`src/rtl/fxr_pkg.sv`:
```
package fxr_pkg;

  // Operation codes; code 2'b11 is decoded as rounding.
  typedef enum logic [1:0] {
    OP_RND = 2'b00,
    OP_ABS = 2'b01,
    OP_NEG = 2'b10,
    OP_RSV = 2'b11
  } op_e;

  // Rounding-control codes.
  localparam logic [1:0] RC_NEAR = 2'b00;
  localparam logic [1:0] RC_DOWN = 2'b01;
  localparam logic [1:0] RC_UP   = 2'b10;
  localparam logic [1:0] RC_ZERO = 2'b11;

  typedef struct packed {
    logic empty;    // operand tagged empty
    logic special;  // exponent all ones: infinity or NaN
    logic zero;     // exponent and significand zero
    logic denorm;   // exponent zero, significand nonzero
    logic big;      // already integral by exponent alone
  } cls_t;

endpackage

```
`src/rtl/fxr_classify.sv`:
```
module fxr_classify
  import fxr_pkg::*;
#(
  parameter int EXP_W = 15,
  parameter int MAN_W = 64
) (
  input  logic [EXP_W+MAN_W:0] operand,
  input  logic                 empty,
  output cls_t                 cls
);
  localparam int BIAS    = (1 << (EXP_W - 1)) - 1;
  localparam int BIG_EXP = BIAS + MAN_W - 1;

  logic [EXP_W-1:0] expo;
  logic [MAN_W-1:0] sig;

  assign expo = operand[EXP_W+MAN_W-1:MAN_W];
  assign sig  = operand[MAN_W-1:0];

  always_comb begin
    cls.empty   = empty;
    cls.special = &expo;
    cls.zero    = (expo == '0) && (sig == '0);
    cls.denorm  = (expo == '0) && (sig != '0);
    cls.big     = !(&expo) && (expo >= EXP_W'(BIG_EXP));
  end
endmodule

```
`src/rtl/fxr_round.sv`:
```
module fxr_round
  import fxr_pkg::*;
#(
  parameter int EXP_W = 15,
  parameter int MAN_W = 64
) (
  input  logic             sign,
  input  logic [EXP_W-1:0] expo,
  input  logic [MAN_W-1:0] sig,
  input  logic [1:0]       rc,
  output logic [EXP_W-1:0] r_expo,
  output logic [MAN_W-1:0] r_sig,
  output logic             inexact
);
  localparam int BIAS = (1 << (EXP_W - 1)) - 1;
  localparam int SH_W = $clog2(MAN_W) + 1;

  logic             below_one;
  logic [EXP_W-1:0] ue;
  logic [SH_W-1:0]  fbits;
  logic [MAN_W-1:0] fmask, hmask, sh1;
  logic [MAN_W:0]   step, sum;
  logic             rb, st, lsb, up;

  assign below_one = expo < EXP_W'(BIAS);
  assign ue        = expo - EXP_W'(BIAS);
  assign fbits     = SH_W'(MAN_W - 1) - ue[SH_W-1:0];
  assign fmask     = ~({MAN_W{1'b1}} << fbits);
  assign hmask     = fmask >> 1;
  assign sh1       = sig >> (fbits - 1'b1);
  assign step      = (MAN_W+1)'(1) << fbits;

  always_comb begin
    if (below_one) begin
      rb  = (expo == EXP_W'(BIAS - 1)) && sig[MAN_W-1];
      st  = (expo == EXP_W'(BIAS - 1)) ? |sig[MAN_W-2:0] : |sig;
      lsb = 1'b0;
    end else begin
      rb  = sh1[0];
      st  = |(sig & hmask);
      lsb = sh1[1];
    end
    inexact = rb | st;
    unique case (rc)
      RC_NEAR: up = rb & (st | lsb);
      RC_DOWN: up = inexact & sign;
      RC_UP:   up = inexact & ~sign;
      default: up = 1'b0;
    endcase
    sum = {1'b0, sig & ~fmask} + (up ? step : '0);

    r_expo = expo;
    r_sig  = sig;
    if (inexact) begin
      if (below_one) begin
        r_expo = up ? EXP_W'(BIAS) : '0;
        r_sig  = up ? {1'b1, {(MAN_W-1){1'b0}}} : '0;
      end else if (sum[MAN_W]) begin
        r_expo = expo + 1'b1;
        r_sig  = {1'b1, {(MAN_W-1){1'b0}}};
      end else begin
        r_sig  = sum[MAN_W-1:0];
      end
    end
  end
endmodule

```
`src/rtl/fxr_unit.sv`:
```
module fxr_unit
  import fxr_pkg::*;
#(
  parameter int EXP_W = 15,
  parameter int MAN_W = 64
) (
  input  logic                 clk,
  input  logic                 rst,
  input  logic                 in_valid,
  output logic                 in_ready,
  input  logic [EXP_W+MAN_W:0] in_operand,
  input  logic                 in_empty,
  input  logic [1:0]           in_op,
  input  logic [1:0]           in_rc,
  output logic                 out_valid,
  output logic [EXP_W+MAN_W:0] out_result,
  output logic                 out_invalid,
  output logic                 out_stack_fault,
  output logic                 out_denormal,
  output logic                 out_precision
);
  localparam int W = 1 + EXP_W + MAN_W;
  localparam logic [W-1:0] INDEF = {1'b1, {EXP_W{1'b1}}, 2'b11, {(MAN_W-2){1'b0}}};

  // Stage 1: captured operand and its class.
  cls_t            cls_d, s1_cls;
  logic            s1_vld;
  logic [1:0]      s1_op, s1_rc;
  logic [W-1:0]    s1_opd;

  fxr_classify #(.EXP_W(EXP_W), .MAN_W(MAN_W)) u_cls (
    .operand(in_operand),
    .empty  (in_empty),
    .cls    (cls_d)
  );

  always_ff @(posedge clk) begin
    if (rst) begin
      in_ready <= 1'b0;
      s1_vld   <= 1'b0;
      s1_op    <= '0;
      s1_rc    <= '0;
      s1_opd   <= '0;
      s1_cls   <= '0;
    end else begin
      in_ready <= 1'b1;
      s1_vld   <= in_valid & in_ready;
      if (in_valid & in_ready) begin
        s1_op  <= in_op;
        s1_rc  <= in_rc;
        s1_opd <= in_operand;
        s1_cls <= cls_d;
      end
    end
  end

  // Stage 2: rounding and result selection.
  logic [EXP_W-1:0] r_expo;
  logic [MAN_W-1:0] r_sig;
  logic             r_inexact;

  fxr_round #(.EXP_W(EXP_W), .MAN_W(MAN_W)) u_rnd (
    .sign   (s1_opd[W-1]),
    .expo   (s1_opd[W-2:MAN_W]),
    .sig    (s1_opd[MAN_W-1:0]),
    .rc     (s1_rc),
    .r_expo (r_expo),
    .r_sig  (r_sig),
    .inexact(r_inexact)
  );

  logic [W-1:0] nx_res;
  logic         nx_inv, nx_sf, nx_den, nx_prc;

  always_comb begin
    nx_res = s1_opd;
    nx_inv = 1'b0;
    nx_sf  = 1'b0;
    nx_den = 1'b0;
    nx_prc = 1'b0;
    if (s1_cls.empty) begin
      nx_res = INDEF;
      nx_inv = 1'b1;
      nx_sf  = 1'b1;
    end else begin
      unique case (s1_op)
        OP_ABS: nx_res[W-1] = 1'b0;
        OP_NEG: nx_res[W-1] = ~s1_opd[W-1];
        default: begin
          if (!(s1_cls.special || s1_cls.big || s1_cls.zero)) begin
            nx_res = {s1_opd[W-1], r_expo, r_sig};
            nx_prc = r_inexact;
            nx_den = s1_cls.denorm;
          end
        end
      endcase
    end
  end

  always_ff @(posedge clk) begin
    if (rst) begin
      out_valid       <= 1'b0;
      out_result      <= '0;
      out_invalid     <= 1'b0;
      out_stack_fault <= 1'b0;
      out_denormal    <= 1'b0;
      out_precision   <= 1'b0;
    end else begin
      out_valid <= s1_vld;
      if (s1_vld) begin
        out_result      <= nx_res;
        out_invalid     <= nx_inv;
        out_stack_fault <= nx_sf;
        out_denormal    <= nx_den;
        out_precision   <= nx_prc;
      end
    end
  end
endmodule

```
`config.mk`:
```
export PLATFORM = sky130hd
export DESIGN_NAME = fxr_unit
export DESIGN_NICKNAME = d
export VERILOG_FILES = /design/src/rtl/fxr_pkg.sv /design/src/rtl/fxr_classify.sv /design/src/rtl/fxr_round.sv /design/src/rtl/fxr_unit.sv
export SDC_FILE = /design/constraint.sdc
export NUM_CORES = 1
export LEC_CHECK = 0
export BUFFER_PORTS_ARGS = -buffer_cell sky130_fd_sc_hd__buf_2
export CELL_PAD_IN_SITES_DETAIL_PLACEMENT = 1
export CELL_PAD_IN_SITES_GLOBAL_PLACEMENT = 1
export CORE_MARGIN = 10
export CORE_UTILIZATION = 44
export CTS_CLUSTER_DIAMETER = 50
export DETAILED_ROUTE_END_ITERATION = 12
export GPL_TIMING_DRIVEN = 1
export PLACE_DENSITY_LB_ADDON = 0.1
export SYNTH_ARGS = -nofsm -noshare
export SYNTH_HDL_FRONTEND = slang
export SYNTH_SLANG_ARGS = --single-unit
```
`constraint.sdc`:
```
create_clock -name clk -period 8.7 [get_ports clk]
set_clock_uncertainty 0.05 [all_clocks]
set_input_delay 0.435 -clock clk [delete_from_list [all_inputs] [get_ports clk]]
set_output_delay 0.435 -clock clk [all_outputs]
set_load 0.01 [all_outputs]
```
# Yosys cells after proc, flatten, opt, wreduce, memory -nomap -nowiden

Index checks and enable logic that the tools add are counted.

Bits in read-only memories: 0
Latch bits: 0
Output and inout bits: 86
Memories: 0
Flip-flop bits (word level): 175
Bits in writable memories: 0

Multipliers: 0
Magnitude comparators: 2
Equality and inequality tests: 5
Add/sub/neg operators: 5
Bitwise logic cells: 11
Reduce and logical (&&, ||, !) cells: 16
Shift-type cells: 3
Muxes and demuxes: 26
Div/mod/pow operators: 0

Operator list:

| operator                                                   | number |
|---|---|
| two-way mux 64 bit                                         | 4 |
| two-way mux 79 bit                                         | 2 |
| inverter 64 bit                                            | 2 |
| OR reduction 64 bit                                        | 2 |
| two-way mux 80 bit                                         | 1 |
| adder 64 x 65 -> 65 bit                                    | 1 |
| two-way mux 65 bit                                         | 1 |
| << shifter 1 x 7 -> 65 bit (first input constant)          | 1 |
| AND 64 x 63 -> 64 bit                                      | 1 |
| AND 64 bit                                                 | 1 |
| zero test 64 bit                                           | 1 |
| nonzero test 64 bit                                        | 1 |
| << shifter 64 x 7 -> 64 bit (first input constant)         | 1 |
| right shift 64 x 7 -> 2 bit                                | 1 |
| OR reduction 63 bit                                        | 1 |
| two-way mux 15 bit                                         | 3 |
| adder 15 x 1 -> 15 bit (second input constant)             | 1 |
| == test 15 x 14 -> 1 bit (second input constant)           | 1 |
| greater-or-equal comparator 15 bit (second input constant) | 1 |
| zero test 15 bit                                           | 1 |
| < comparator 15 x 14 -> 1 bit (second input constant)      | 1 |
| AND reduction 15 bit                                       | 1 |
| two-way mux 14 bit                                         | 1 |
| two-way mux 1 bit                                          | 12 |
| other kinds (15)                                           | 25 |

# Longest topological paths before layout

Depth in word-level cells: 18
Depth in mapped cells: 34
Depth with buffers taken out: 28

# Cells and area by module

A second synthesis with hierarchy kept.

Cell total of the unflattened synthesis: 2,134
Area total of the unflattened synthesis: 15,427.3 um^2

Modules (own cells, without submodules):

| module       | area each (um^2) | seq. area each (um^2) | instances | cells an instance |
|---|---|---|---|---|
| fxr_round    | 8,583.2          | 0.0                   | 1         | 1,316 |
| fxr_unit     | 6,602.6          | 3,503.4               | 1         | 780 |
| fxr_classify | 241.5            | 0.0                   | 1         | 38 |

# Worst setup path before layout

OpenSTA, ideal clock, no wires.

Kind: reg2reg
Start: register s1_opd[64]
End: register out_result[19]
Setup time: 0.095 ns
Period minus slack after synthesis: 7.733 ns
Data required time: 8.555 ns
Data arrival time: 7.587 ns
Cell stages (with the launch flop): 35
Path slack: 0.967 ns
Cell sequence: dfxtp_1 -> buf_4 -> buf_2 -> buf_2 -> inv_1 -> ha_1 -> nor2_1 -> clkbuf_1 -> buf_2 -> mux4_2 -> nor2b_1 -> a2111oi_0 -> o31ai_1 -> a41oi_1 -> nor3_1 -> a41oi_1 -> clkbuf_1 -> nor2_1 -> nand3_1 -> nor2_1 -> ha_1 -> clkbuf_1 -> nand3_1 -> nor2_1 -> nand2_1 -> a2111oi_0 -> o211ai_1 -> o211ai_1 -> o31ai_1 -> o21ai_1 -> nand2_1 -> mux2i_4 -> buf_2 -> nand3_1 -> a221oi_1

Longest elaborated chain between the ends: 18

RTL lines:

| element                                                          | RTL line        | text |
|---|---|---|
| start, declared                                                  | fxr_unit.sv:29  | `logic [W-1:0] s1_opd;` |
| start signal, assigned                                           | fxr_unit.sv:51  | `s1_opd <= in_operand;` |
| branches (longest 14 deep; another with adder 64 x 65 -> 65 bit) | --              |  |
| two-way mux 64 bit *                                             | fxr_round.sv:54 | `if (inexact) begin` |
| two-way mux 79 bit *                                             | fxr_unit.sv:90  | `if (!(s1_cls.special \|\| s1_cls.big \|\| s1_cls.zero)) begin` |
| two-way mux 79 bit *                                             | fxr_unit.sv:86  | `unique case (s1_op)` |
| two-way mux 80 bit *                                             | fxr_unit.sv:81  | `if (s1_cls.empty) begin` |
| end signal, assigned                                             | fxr_unit.sv:111 | `out_result <= nx_res;` |
| end, declared                                                    | fxr_unit.sv:16  | `output logic [EXP_W+MAN_W:0] out_result,` |

Mark *: on every way between the ends.
A chain may end at the register's enable or synchronous reset.

# Final worst setup path

Start: register s1_opd[65]
End: register out_result[2]

Same word-level chain as after synthesis.

==> impl_metrics.csv <==
group,metric,value,unit
power_and_ir_drop,p_sw_frac,0.347,
power_and_ir_drop,internal-power,1380,uW
global_routing,overflow,0,
floorplanning,fp-row-count,67,
clock_tree,path_clk_slew,70,ps
finish,multi_input_area,10900,um^2
power_and_ir_drop,p_sw,734,uW
detailed_routing,drc,0,
worst_setup_path,arrival,8740,ps
floorplanning,die_area,42200,um^2
floorplanning,die_h,205,um
logic_synthesis,avgSynthCellArea,7.29,um^2
power_and_ir_drop,pwr-share-clk,0.387,
finish,drive_above_1_share,0.236,
timing,fin_ws,319,ps
power_and_ir_drop,ir_worst_vdd,0.000157,V
clock_tree,cts_tree,"done",
logic_synthesis,synth_area,15100,um^2
power_and_ir_drop,p_leak,0.00797,uW
place,place.gp.congestion,1.06,
clock_tree,cts_root_buf,"clkbuf_16",
global_routing,grt_usage,0.388,
worst_setup_path,end_kind,"flip-flop",
timing,holdWs,145,ps
floorplanning,coreArea,33700,um^2
power_and_ir_drop,combPwrFrac,0.191,
logic_synthesis,seq_area_frac_synth,0.231,
clock_tree,cts_hold_buf,0,
timing,hold_viol,0,
logic_synthesis,yosysWarnings,0,
finish,layout_common_cells,"buf_4 (284), nand2_1 (282), a21oi_1 (248)",
detailed_routing,vias_per_cell,6.66,
place,hpwl,63200,um
timing,slew_violations,0,
global_routing,antenna_found_initial,5,
detailed_routing,antenna_left,0,
finish,final_common_cell,"buf_4",
worst_setup_path,regToRegSetupSlack,320,ps
detailed_routing,drtPass1Iterations,6,
clock_tree,clk_latency,490,ps
detailed_routing,wl_per_cell,29.0,um
logic_synthesis,ys_ff_latch,175,
logic_synthesis,synth-edff-count,0,
clock_tree,numCtsBuffers,17,
floorplanning,num_io_pins,174,
clock_tree,cts_setup_buffers,0,
power_and_ir_drop,seq_power_share,0.422,
flow_run,cap_violations,0,
status,status,"completed",
worst_setup_path,cpMostUsedCell,"buf_4",
clock_tree,clock_sinks,175,
worst_setup_path,ff2ff_path_depth,32,
worst_setup_path,max_stage_delay,420,ps
finish,seqCellArea,3510,um^2
floorplanning,initial_core_util,0.449,
worst_setup_path,cp.required,9050,ps
worst_setup_path,cp_num_buf_inv,8,
detailed_routing,drtIter0Drc,2002,
worst_setup_path,crit_slowest_cell,"xnor2_2",
global_routing,grt_pass1_wl,124000,um
finish,final_nets,2581,
logic_synthesis,async_flop_share,0,
logic_synthesis,ys_types,92,
worst_setup_path,crit_fanout,19,
global_routing,grt_start_max_net_pins,92,
floorplanning,die_w,205,um
timing,fin_setup_tns,0,ps
worst_setup_path,cp_top_family,"compound AO/OA/AOI/OAI gates",
power_and_ir_drop,power_density,112,nW/um^2
timing,finalWorstPathRequiredPeriod,8380,ps
finish,nFillCells,4356,
logic_synthesis,synth_nets,2246,
place,port_buffers,173,
worst_hold_path,hold_class,"primary input to flip-flop",
finish,area_growth,24.8,%
timing,max-slew-margin-rel,0.143,
timing,final-setup-viol-count,0,
clock_tree,h-tree-depth,4,
timing,rsz0062_at_grt,"no",
timing,max_slew.worst_pin.slew,1280,ps
worst_hold_path,whs_path_depth,3,
timing,fmax,119,MHz
worst_setup_path,start_kind,"flip-flop",
timing,fin_crit_sh,0.963,
finish,diodes,0,
detailed_routing,vias,19100,
place,pre_cts_ws,453,ps
logic_synthesis,synth_ff_type,"dfxtp_1",
clock_tree,clock_path_buffers,2,
logic_synthesis,synth_cells,2077,
global_routing,grt_pass1_vias,19800,
worst_setup_path,critPathKind,"flip-flop to flip-flop",
detailed_routing,wl,83200,um
worst_setup_path,cp.depth,32,
## logic make-up after synthesis
family | after synthesis | synth area share
DFF | 175 | 0.231
muxes | 50 | 0.0606
buffers and inverters | 213 | 0.0562
xor gates and xnor gates | 67 | 0.0419
adders and majority gates | 82 | 0.0681
AOI/OAI and AO/OA | 669 | 0.284
and+or+nand+nor | 821 | 0.258
## power by group through the flow
stage               registers [uW]  logic, uW  clock network (uW)
global route                   890        425                 856
floorplan                      869        216                   0
detailed placement             905        387                   0
global placement               903        376                   0
CTS                            886        391                 826
finish                         893        405                 819
## final cells by class
cell class / count / area share
Sequential cell: 175 / 0.186
Clock inverter: 13 / 0.00775
Inverter: 67 / 0.0133
Timing Repair Buffer: 462 / 0.165
Clock buffer: 18 / 0.0232
Tap cell: 448 / 0.0297
Multi-Input combinational cell: 1689 / 0.576
## through the flow
step | cells | total power [uW] | cell area, um^2 | utilization
6_report | 2872 | 2120 | 18900 | 0.561
5_1_grt | 2872 | 2170 | 18900 | 0.561
4_1_cts | 2872 | 2100 | 18900 | 0.560
3_5_place_dp | 2841 | 1290 | 18300 | 0.543
3_3_place_gp | 2841 | 1280 | 18300 | 0.543
2_1_floorplan | 2077 | 1080 | 15100 | -
## worst reg2reg max path, delay by kind of cell (launching register included)
family | cells | cell delay (ps)
AOI/OAI and AO/OA | 13 | 3330
xor gates and xnor gates | 2 | 790
adders and majority gates | 2 | 560
buffers and inverters | 8 | 1780
DFF | 1 | 360
and+or+nand+nor | 7 | 1460
## timing repair
item / CTS / global route
gates resized for setup: 0 / 4
setup endpoints to repair: 0 / 69
endpoints found under the hold margin: 0 / 0
## sequential cells by signal (all words and copies together) (netlist names)
signal and flops:
s1_op 2, s1_vld 1, out_result 80, out_stack_fault 1, out_denormal 1, s1_cls 5, s1_opd 80, in_ready 1
out_precision 1, out_valid 1, s1_rc 2
## synthesized netlist by cell type (all sizes together), types with 36 or more instances
cell type	n	share of area
nand2	283	0.070
a21oi	250	0.084
nor2	182	0.045
dfxtp	175	0.23
o21ai	119	0.040
clkbuf	109	0.027
nand3	82	0.028
ha	80	0.066
inv	64	0.016
nor4	54	0.023
a21o	42	0.021
xnor2	42	0.027
nor2b	39	0.016
buf	37	0.013
nor3	37	0.013
nand4	36	0.015
## worst paths after layout
kind,startpoint,end
setup / recovery,s1_opd[65],out_result[2]
hold / removal,in_empty,s1_cls[4]
setup reg to reg,s1_opd[65],out_result[2]
hold reg to reg,s1_cls[3],s1_cls[3]
## per-layer routing
metal	GRT usage	vias to the layer above	routed length [um]
li1	-	8296	-
met1	0.466	9376	32100
met2	0.614	1121	37100
met3	0.0903	336	8190
met4	0.244	4	5730
met5	0	-	19
Note: power is estimated with default switching activity, not from simulation.
